--- src/rtl/lbpci_xlat_pkg.sv ---
package lbpci_xlat_pkg;
   typedef logic [2:0] cyc_t;

   localparam cyc_t CYC_NONE = 3'b000;
   localparam cyc_t CYC_IO   = 3'b001;
   localparam cyc_t CYC_CFG  = 3'b101;

   // base register fields
   localparam int BASE_EN_BIT = 0;
   localparam int SIZE_LSB    = 4;
   localparam int SIZE_W      = 4;

   // map register fields
   localparam int LOWEN_BIT   = 0;
   localparam int TYPE_LSB    = 1;
   localparam int TYPE_W      = 3;
endpackage

--- src/rtl/lbpci_xlat_regs.sv ---
module lbpci_xlat_regs #(
   parameter int NWIN      = 3,
   parameter int AW        = 32,
   parameter int MIN_SHIFT = 20,
   parameter int IW        = 2
) (
   input  logic          clk,
   input  logic          rst_n,
   input  logic          wr_en,
   input  logic [IW-1:0] wr_idx,
   input  logic          wr_map,
   input  logic [AW-1:0] wr_data,
   output logic [AW-1:0] base_q [NWIN],
   output logic [AW-1:0] map_q  [NWIN]
);
   import lbpci_xlat_pkg::*;

   localparam logic [AW-1:0] ONE   = AW'(1);
   localparam logic [AW-1:0] ALIGN = ~((ONE << MIN_SHIFT) - ONE);
   localparam logic [AW-1:0] SZ_F  = AW'(((1 << SIZE_W) - 1) << SIZE_LSB);
   localparam logic [AW-1:0] TY_F  = AW'(((1 << TYPE_W) - 1) << TYPE_LSB);
   localparam logic [AW-1:0] BASE_KEEP = ALIGN | SZ_F | (ONE << BASE_EN_BIT);
   localparam logic [AW-1:0] MAP_KEEP  = ALIGN | TY_F | (ONE << LOWEN_BIT);

   for (genvar i = 0; i < NWIN; i++) begin : g_win
      logic sel;
      assign sel = wr_en && (wr_idx == IW'(i));

      always_ff @(posedge clk or negedge rst_n) begin
         if (!rst_n) begin
            base_q[i] <= '0;
            map_q[i]  <= '0;
         end else if (sel) begin
            if (wr_map) map_q[i]  <= wr_data & MAP_KEEP;
            else        base_q[i] <= wr_data & BASE_KEEP;
         end
      end
   end
endmodule

--- src/rtl/lbpci_xlat_win.sv ---
module lbpci_xlat_win #(
   parameter int AW        = 32,
   parameter int MIN_SHIFT = 20,
   parameter int MAX_CODE  = 9,
   parameter bit IS_IO     = 1'b0
) (
   input  logic [AW-1:0]           base,
   input  logic [AW-1:0]           map,
   input  logic [AW-1:0]           addr,
   output logic                    hit,
   output logic [AW-1:0]           pci,
   output lbpci_xlat_pkg::cyc_t    typ
);
   import lbpci_xlat_pkg::*;

   localparam logic [AW-1:0] ONE   = AW'(1);
   localparam logic [AW-1:0] ALIGN = ~((ONE << MIN_SHIFT) - ONE);
   localparam logic [SIZE_W-1:0] CODE_CAP = SIZE_W'(MAX_CODE);

   logic [SIZE_W-1:0] code, eff;
   logic [7:0]        shamt;
   logic [AW-1:0]     mask, raw;
   cyc_t              map_ty;

   always_comb begin
      code  = base[SIZE_LSB +: SIZE_W];
      eff   = (code > CODE_CAP) ? CODE_CAP : code;
      shamt = 8'(MIN_SHIFT) + 8'(eff);
      mask  = (ONE << shamt) - ONE;
      hit   = base[BASE_EN_BIT] && ((addr & ~mask) == (base & ~mask));
      raw   = (map & ALIGN & ~mask) | (addr & mask);
      pci   = map[LOWEN_BIT] ? raw : {raw[AW-1:2], 2'b00};
      map_ty = map[TYPE_LSB +: TYPE_W];
   end

   if (IS_IO) begin : g_io
      assign typ = (map_ty == CYC_CFG) ? CYC_CFG : CYC_IO;
   end else begin : g_mem
      assign typ = map_ty;
   end
endmodule

--- src/rtl/lbpci_xlat_pick.sv ---
module lbpci_xlat_pick #(
   parameter int NWIN = 3,
   parameter int AW   = 32,
   parameter int IW   = 2
) (
   input  logic [NWIN-1:0]         hit,
   input  logic [AW-1:0]           pci [NWIN],
   input  lbpci_xlat_pkg::cyc_t    typ [NWIN],
   output logic                    any,
   output logic [IW-1:0]           idx,
   output logic [AW-1:0]           addr,
   output lbpci_xlat_pkg::cyc_t    ty
);
   import lbpci_xlat_pkg::*;

   // descending scan: the last assignment is the lowest matching index
   always_comb begin
      any  = 1'b0;
      idx  = '0;
      addr = '0;
      ty   = CYC_NONE;
      for (int i = NWIN - 1; i >= 0; i--) begin
         if (hit[i]) begin
            any  = 1'b1;
            idx  = IW'(i);
            addr = pci[i];
            ty   = typ[i];
         end
      end
   end
endmodule

--- src/rtl/lbpci_xlat.sv ---
module lbpci_xlat #(
   parameter int NWIN      = 3,
   parameter int AW        = 32,
   parameter int MIN_SHIFT = 20,
   parameter int MAX_CODE  = 9,
   parameter int IW        = (NWIN > 1) ? $clog2(NWIN) : 1
) (
   input  logic          clk,
   input  logic          rst_n,
   input  logic          wr_en,
   input  logic [IW-1:0] wr_idx,
   input  logic          wr_map,
   input  logic [AW-1:0] wr_data,
   input  logic          req_valid,
   input  logic [AW-1:0] req_addr,
   output logic          rsp_valid,
   output logic          rsp_hit,
   output logic [IW-1:0] rsp_win,
   output logic [2:0]    rsp_type,
   output logic [AW-1:0] rsp_addr
);
   import lbpci_xlat_pkg::*;

   if (NWIN < 1) begin : g_bad_nwin
      $error("lbpci_xlat: NWIN must be at least 1");
   end
   if (MIN_SHIFT < 8 || MIN_SHIFT + MAX_CODE >= AW) begin : g_bad_shift
      $error("lbpci_xlat: window sizes do not fit the address width");
   end
   if (MAX_CODE >= (1 << SIZE_W)) begin : g_bad_code
      $error("lbpci_xlat: MAX_CODE exceeds size field");
   end

   logic [AW-1:0] base_q [NWIN];
   logic [AW-1:0] map_q  [NWIN];
   logic [NWIN-1:0] hit_v;
   logic [AW-1:0] pci_v [NWIN];
   cyc_t          typ_v [NWIN];
   logic          sel_any;
   logic [IW-1:0] sel_idx;
   logic [AW-1:0] sel_addr;
   cyc_t          sel_ty;

   lbpci_xlat_regs #(.NWIN(NWIN), .AW(AW), .MIN_SHIFT(MIN_SHIFT), .IW(IW)) u_regs (
      .clk(clk), .rst_n(rst_n), .wr_en(wr_en), .wr_idx(wr_idx),
      .wr_map(wr_map), .wr_data(wr_data), .base_q(base_q), .map_q(map_q)
   );

   for (genvar i = 0; i < NWIN; i++) begin : g_w
      lbpci_xlat_win #(
         .AW(AW), .MIN_SHIFT(MIN_SHIFT), .MAX_CODE(MAX_CODE),
         .IS_IO((i == NWIN - 1) && (NWIN > 1))
      ) u_win (
         .base(base_q[i]), .map(map_q[i]), .addr(req_addr),
         .hit(hit_v[i]), .pci(pci_v[i]), .typ(typ_v[i])
      );
   end

   lbpci_xlat_pick #(.NWIN(NWIN), .AW(AW), .IW(IW)) u_pick (
      .hit(hit_v), .pci(pci_v), .typ(typ_v),
      .any(sel_any), .idx(sel_idx), .addr(sel_addr), .ty(sel_ty)
   );

   always_ff @(posedge clk or negedge rst_n) begin
      if (!rst_n) begin
         rsp_valid <= 1'b0;
         rsp_hit   <= 1'b0;
         rsp_win   <= '0;
         rsp_type  <= CYC_NONE;
         rsp_addr  <= '0;
      end else begin
         rsp_valid <= req_valid;
         rsp_hit   <= req_valid && sel_any;
         rsp_win   <= req_valid ? sel_idx  : '0;
         rsp_type  <= req_valid ? sel_ty   : CYC_NONE;
         rsp_addr  <= req_valid ? sel_addr : '0;
      end
   end
endmodule

--- config.mk ---
export PLATFORM = sky130hd
export DESIGN_NAME = lbpci_xlat
export DESIGN_NICKNAME = d
export VERILOG_FILES = /design/src/rtl/lbpci_xlat_pkg.sv /design/src/rtl/lbpci_xlat_regs.sv /design/src/rtl/lbpci_xlat_win.sv /design/src/rtl/lbpci_xlat_pick.sv /design/src/rtl/lbpci_xlat.sv
export SDC_FILE = /design/constraint.sdc
export NUM_CORES = 1
export LEC_CHECK = 0
export BUFFER_PORTS_ARGS = -buffer_cell sky130_fd_sc_hd__clkbuf_2
export CAP_MARGIN = 40
export CORE_MARGIN = 4
export CORE_UTILIZATION = 60
export CTS_CLUSTER_SIZE = 10
export DETAILED_ROUTE_END_ITERATION = 7
export PLACE_DENSITY = 0.84
export SLEW_MARGIN = 5
export SYNTH_ARGS = -nofsm -noshare
export SYNTH_HDL_FRONTEND = slang
export SYNTH_SLANG_ARGS = --single-unit
--- constraint.sdc ---
create_clock -name clk -period 4.2 [get_ports clk]
set_input_delay 0.84 -clock clk [delete_from_list [all_inputs] [get_ports clk]]
set_output_delay 0.84 -clock clk [all_outputs]
set_load 0.05 [all_outputs]
# Word-level counts from Yosys, hierarchy flattened
# Index checks and enable logic that the tools add are counted.
# word_totals
register_bits	138
input_bits	71
output_inout_bits	39
word_cells	84
# classes
add_sub_neg	6
n_lt_le_gt_ge	3
eq_ne	6
n_shift	3
muxes	22
n_bitwise	19
n_reduce_logical	14
# ops
op	n
32-bit AND	12
32-bit 2-to-1 mux	4
32-bit equality test	3
32-bit inverter	3
32-bit bitwise OR	3
1-bit by 8-bit left shift with 32-bit output, first input constant	3
32-bit by 1-bit subtractor with 32-bit output, second input constant	3
5-bit by 4-bit adder with 6-bit output, first input constant	3
3-bit 2-to-1 mux	5
2-bit 2-to-1 mux	7
4-bit greater-than comparator, second input constant	3
4-bit 2-to-1 mux	3
2-bit AND reduction	6
1-bit logical AND	7
3-bit equality test, second input constant	1
1-bit 2-to-1 mux	3
2-bit by 1-bit equality test with 1-bit output, second input constant	1
2-bit equality test, second input constant	1
2-bit logical NOT	1
1-bit inverter	1

# Depth between registers and ports, before layout
# logic_depth
depth_word	13
mapped_depth	9
ltp_nobuf	7

# Cells and area by module
# From an unflattened synthesis, not the netlist that was laid out.
# hier_totals
hier_cells	862
hier_area_um2	8936.1
# modules_own_cells
mod	n_inst	cells_each	area_each_um2	seq_area_each_um2
lbpci_xlat_regs	1	308	4464.3	2477.4
lbpci_xlat	1	81	1252.5	975.9
lbpci_xlat_pick	1	163	1007.2	0.0
lbpci_xlat_win (g_w[2].u_win)	1	105	742.0	0.0
lbpci_xlat_win (g_w[0].u_win)	1	104	735.7	0.0
lbpci_xlat_win (g_w[1].u_win)	1	101	734.5	0.0

# Worst setup path after synthesis
# OpenSTA, ideal clock, no wires.
# synth_timing
path_kind	input port to flip-flop
startpoint	input port req_addr[22]
endpoint	register rsp_addr[0]
setup_ns	0.125
arrival_ns	2.352
path_slack_ns	1.723
cell_stages	9
n_path_buf	3
cell_sequence	buf_4 xor2_1 a22oi_1 nand2_1 or4_1 buf_2 buf_6 o211ai_1 a21oi_1
# synth_between
elab_chain_cells	7
word_cells_on_any_way	13
cone_classes	eq/ne: 3; mux: 4; bitwise: 3; reduce/logical: 3
# synth_rtl
element	line	rtl
start: declaration	lbpci_xlat.sv:15	input logic [AW-1:0] req_addr,
32-bit AND	lbpci_xlat_win.sv:30	hit = base[BASE_EN_BIT] && ((addr & ~mask) == (base & ~mask));
32-bit equality test	lbpci_xlat_win.sv:30	
1-bit logical AND	lbpci_xlat_win.sv:30	
32-bit 2-to-1 mux (2 in a row)	lbpci_xlat_pick.sv:23	if (hit[i]) begin
32-bit 2-to-1 mux (*)	lbpci_xlat_pick.sv:23	
32-bit 2-to-1 mux (*)	lbpci_xlat.sv:76	rsp_addr <= req_valid ? sel_addr : '0;
end signal: assignment	lbpci_xlat.sv:76	
end: declaration	lbpci_xlat.sv:20	output logic [AW-1:0] rsp_addr
# Every way passes the cells marked *; elsewhere a longest branch is shown, timed or not.
# A chain may end at the register's enable or synchronous reset.

# Final worst setup path
# layout_timing
startpoint	register u_regs.base_q[5] (netlist bit)
endpoint	register rsp_addr[10]
# layout_between
elab_chain_cells	13
word_cells_on_any_way	17
cone_classes	add/sub: 2; order compare: 1; eq/ne: 1; shift: 1; mux: 5; bitwise: 6; reduce/logical: 1
# layout_rtl
element	line	rtl
start: declaration	lbpci_xlat_regs.sv:13	output logic [AW-1:0] base_q [NWIN],
start signal: indexed assignment	lbpci_xlat_regs.sv:35	else base_q[i] <= wr_data & BASE_KEEP;
4-bit greater-than comparator	lbpci_xlat_win.sv:27	eff = (code > CODE_CAP) ? CODE_CAP : code;
4-bit 2-to-1 mux	lbpci_xlat_win.sv:27	
5-bit by 4-bit adder with 6-bit output	lbpci_xlat_win.sv:28	shamt = 8'(MIN_SHIFT) + 8'(eff);
1-bit by 8-bit left shift with 32-bit output	lbpci_xlat_win.sv:29	mask = (ONE << shamt) - ONE;
32-bit by 1-bit subtractor with 32-bit output	lbpci_xlat_win.sv:29	
32-bit inverter	lbpci_xlat_win.sv:30, lbpci_xlat_win.sv:31	
32-bit AND	lbpci_xlat_win.sv:30	
32-bit equality test	lbpci_xlat_win.sv:30	
1-bit logical AND	lbpci_xlat_win.sv:30	
32-bit 2-to-1 mux (*) (3 in a row)	lbpci_xlat_pick.sv:23	
32-bit 2-to-1 mux (*)	lbpci_xlat.sv:76	
# Marks and branches as above.

==> out/metrics.yaml <==
timing:
  whs_ns: 0.319
  finalCritPeriodShare_pct: 74.4
  rsz0062_at_grt: "false"
  finalMaxSlewViolations: 0
  fin_tns_setup_ns: 0
  hold_viol_final: 0
  fmax_mhz: 320
  worstMarginPinSlew_ns: 0.822
  skew_ns: 0.00865
  slew-limit-headroom_pct: 45.1
  fin_crit_ns: 3.12
  setup_viol: 0
setup_path:
  rr_worst_depth: 7
  timing.critical_path.to: "rsp_addr[10]"
  cpPeakStageDelay_ns: 0.66
  cp_cell_sequence: "o31ai_1, a2111oi_0, a21boi_1, and3_1, buf_4, a211oi_2, and3b_1"
  rrSetupSlack_ns: 1.08
  critPathCaptureType: "flip-flop"
  timing.rr.start: "u_regs.base_q[5]"
  cp.required_ns: 4.66
  crit_fanout: 13
  critPathKind: "flip-flop to flip-flop"
  worstPathArrival_ns: 3.59
  slowest_stage: "dfrtp_1"
  start_kind: "flip-flop"
  startpoint: "u_regs.base_q[5]"
  timing.rr.end: "rsp_addr[10]"
run_status:
  outcome: "finished clean"
global_routing:
  grt_max_degree: 81
  antenna_found_initial: 0
  grt_usage_pct: 28.3
  grt_first_pass_wirelength_um: 27900
  overflow: 0
  first_global_vias: 5298
worst_hold_path:
  hold_path_class: "input pin to async pin"
place:
  dp_hpwl_um: 11700
  gp_congestion: 0.927
  numPortBuffers: 97
clocking:
  cts_tree: "done"
  cts_root_buffer: "clkbuf_8"
  clock_latency_ns: 0.53
  cts.sinks: 138
  cts_buffer_depth: 2
  post_cts_buffers: 0
  htreeDepth: 4
  cts_hold_buf: 0
  numCtsBuffers: 17
  clk_pin_slew_worst_paths_ns: 0.06
  cts-resized-gates: 0
synth:
  netlist_area_um2: 6710
  synth_warnings: 0
  synth.ff_latch_count: 138
  ys_async_sr_fraction_pct: 100
  synth_flop_cell: "dfrtp_1"
  synth_edf_count: 0
  syn_inst: 542
  synth_cell_types: 58
  ys_seq_area_share_pct: 51.5
  syn_avg_cell_area_um2: 12.4
power:
  p_int_mw: 2.72
  p_leak_nw: 3.61
  clock_power_share_pct: 35.8
  power_switching_mw: 1.13
  pwr-share-seq_pct: 45.6
  p_comb_share_pct: 18.5
  netSwitchingFraction_pct: 29.4
  ir_drop_mv: 0.263
  power_density_nw_per_um2: 489
drt:
  ant_nets: 0
  via_count: 4953
  wirelength_um: 17400
  wl_per_cell_um: 22.2
  drcViolationCount: 0
  drt_iter0_markers: 463
  firstDrtPassIters: 5
  routed_via_density: 6.31
floorplan:
  start_util_pct: 61.6
  rows: 38
  core_um2: 10900
  die-area_um2: 12900
  die_h_um: 114
  die_x_um: 114
  ios: 110
cells_and_area:
  drive_gt1_share_pct: 43.3
  syn2layout_area_growth_pct: 17.5
  diodes: 0
  fin_util_pct: 72.4
  nNetsFinal: 706
run:
  cap_violations: 0
==> how the worst min path moves through the flow <==
stage                     start               end  slack [ns]
6_report                  rst_n       rsp_type[1]        0.32
5_1_grt                   rst_n      rsp_addr[13]        0.38
4_1_cts                   rst_n      rsp_addr[13]        0.35
3_5_place_dp   u_regs.map_q[20]  u_regs.map_q[20]        0.49
3_3_place_gp   u_regs.map_q[58]  u_regs.map_q[58]        0.48
2_1_floorplan  u_regs.map_q[34]  u_regs.map_q[34]        0.47
==> registers in the layout (all words and copies together), names as in the netlist <==
register       flops
u_regs.base_q     51
u_regs.map_q      48
rsp_addr          32
rsp_type           3
rsp_win            2
rsp_hit            1
rsp_valid          1
==> synth_stat cells, types with 3 or more instances <==
| master | number | area (um2) |
|---|---|---|
| o21ai_0 | 11 | 55.1 |
| a31oi_1 | 8 | 50.1 |
| dfrtp_1 | 138 | 3450 |
| clkbuf_1 | 15 | 56.3 |
| mux2_2 | 124 | 1400 |
| buf_4 | 5 | 37.5 |
| o21ai_1 | 10 | 50.1 |
| ha_1 | 3 | 37.5 |
| nor2_1 | 13 | 48.8 |
| a22oi_1 | 4 | 30.0 |
| inv_1 | 4 | 15.0 |
| o221ai_1 | 3 | 26.3 |
| o211ai_1 | 4 | 30.0 |
| a21oi_1 | 29 | 145 |
| buf_2 | 18 | 90.1 |
| nand4_1 | 15 | 93.8 |
| nand3_1 | 3 | 15.0 |
| buf_6 | 3 | 33.8 |
| nor3_1 | 5 | 25.0 |
| nand2_1 | 18 | 67.6 |
| xnor2_1 | 17 | 149 |
| and3b_1 | 17 | 149 |
| or4_1 | 3 | 22.5 |
| nor2b_1 | 3 | 18.8 |
| xor2_1 | 24 | 210 |
| o31ai_1 | 3 | 22.5 |
==> power groups by stage <==
stage | clock network [mW] | logic, mW | registers [mW]
finish | 1.38 | 0.713 | 1.76
global route | 1.46 | 0.771 | 1.78
CTS | 1.39 | 0.706 | 1.75
detailed placement | 0 | 0.694 | 1.77
global placement | 0 | 0.664 | 1.75
floorplan | 0 | 0.562 | 1.67
==> placed cells by master (no fill, tap or decap), types with 3 or more instances in the layout <==
master,Yosys,final
clkbuf_2,0,96
clkinvlp_4,0,5
o31ai_1,3,3
conb_1,1,6
o211ai_1,4,4
o221ai_1,3,3
o21ai_0,11,11
clkinv_2,0,4
o21ai_1,10,10
nand3_1,3,3
inv_1,4,4
or4_1,3,3
nand2_1,18,18
nor2_1,13,13
and3b_1,17,17
mux2_2,124,124
nor2b_1,3,3
nand4_1,15,15
buf_4,5,10
nor3_1,5,5
dfrtp_1,138,138
xor2_1,24,24
a21oi_1,29,29
xnor2_1,17,17
ha_1,3,3
clkbuf_16,0,16
a31oi_1,8,8
a22oi_1,4,4
==> metrics by stage <==
step	cell area, um2	setup WS [ns]	total power, mW	cells
after global routing	7880	0.943	4.02	785
after detailed placement	7330	0.908	2.46	753
after CTS	7880	1.21	3.85	785
after floorplan	6720	1.72	2.23	547
final	7880	1.08	3.85	785
after global placement	7290	0.979	2.41	751
==> worst max-delay path: cells and delay by family, from the launching register on <==
kind | cells | cell delay (ns)
AOI/OAI and AO/OA | 4 | 1.28
and+or+nand+nor | 2 | 0.81
DFF | 1 | 0.66
buffers and inverters | 1 | 0.30
==> cells by family after synthesis <==
logic type                 count (synthesis)  synth area share (%)
AOI/OAI and AO/OA                         93                  9.18
xor gates and xnor gates                  41                  5.36
adders and majority gates                  3                 0.560
buffers and inverters                     47                  3.58
DFF                                      138                  51.5
muxes                                    124                  20.8
other                                      1                0.0559
and+or+nand+nor                           95                  8.94
==> layout make-up <==
| cell class | count | area [um2] |
|---|---|---|
| clock buffers | 18 | 428 |
| clock inverters | 14 | 123 |
| fillers | 743 | 3010 |
| inverters | 4 | 15.0 |
| multi-input cells | 362 | 3080 |
| flip-flops and latches | 138 | 3450 |
| well taps | 140 | 175 |
| repair buffers | 109 | 609 |
==> routing by layer <==
metal | track usage, % | routed length (um) | up-vias
li1 | - | - | 2143
met4 | 12.4 | 507 | 0
met5 | 0 | 0 | -
met1 | 36.0 | 6800 | 2499
met3 | 7.90 | 1620 | 50
met2 | 45.4 | 8510 | 261
Note: power is estimated with default switching activity, not from simulation.
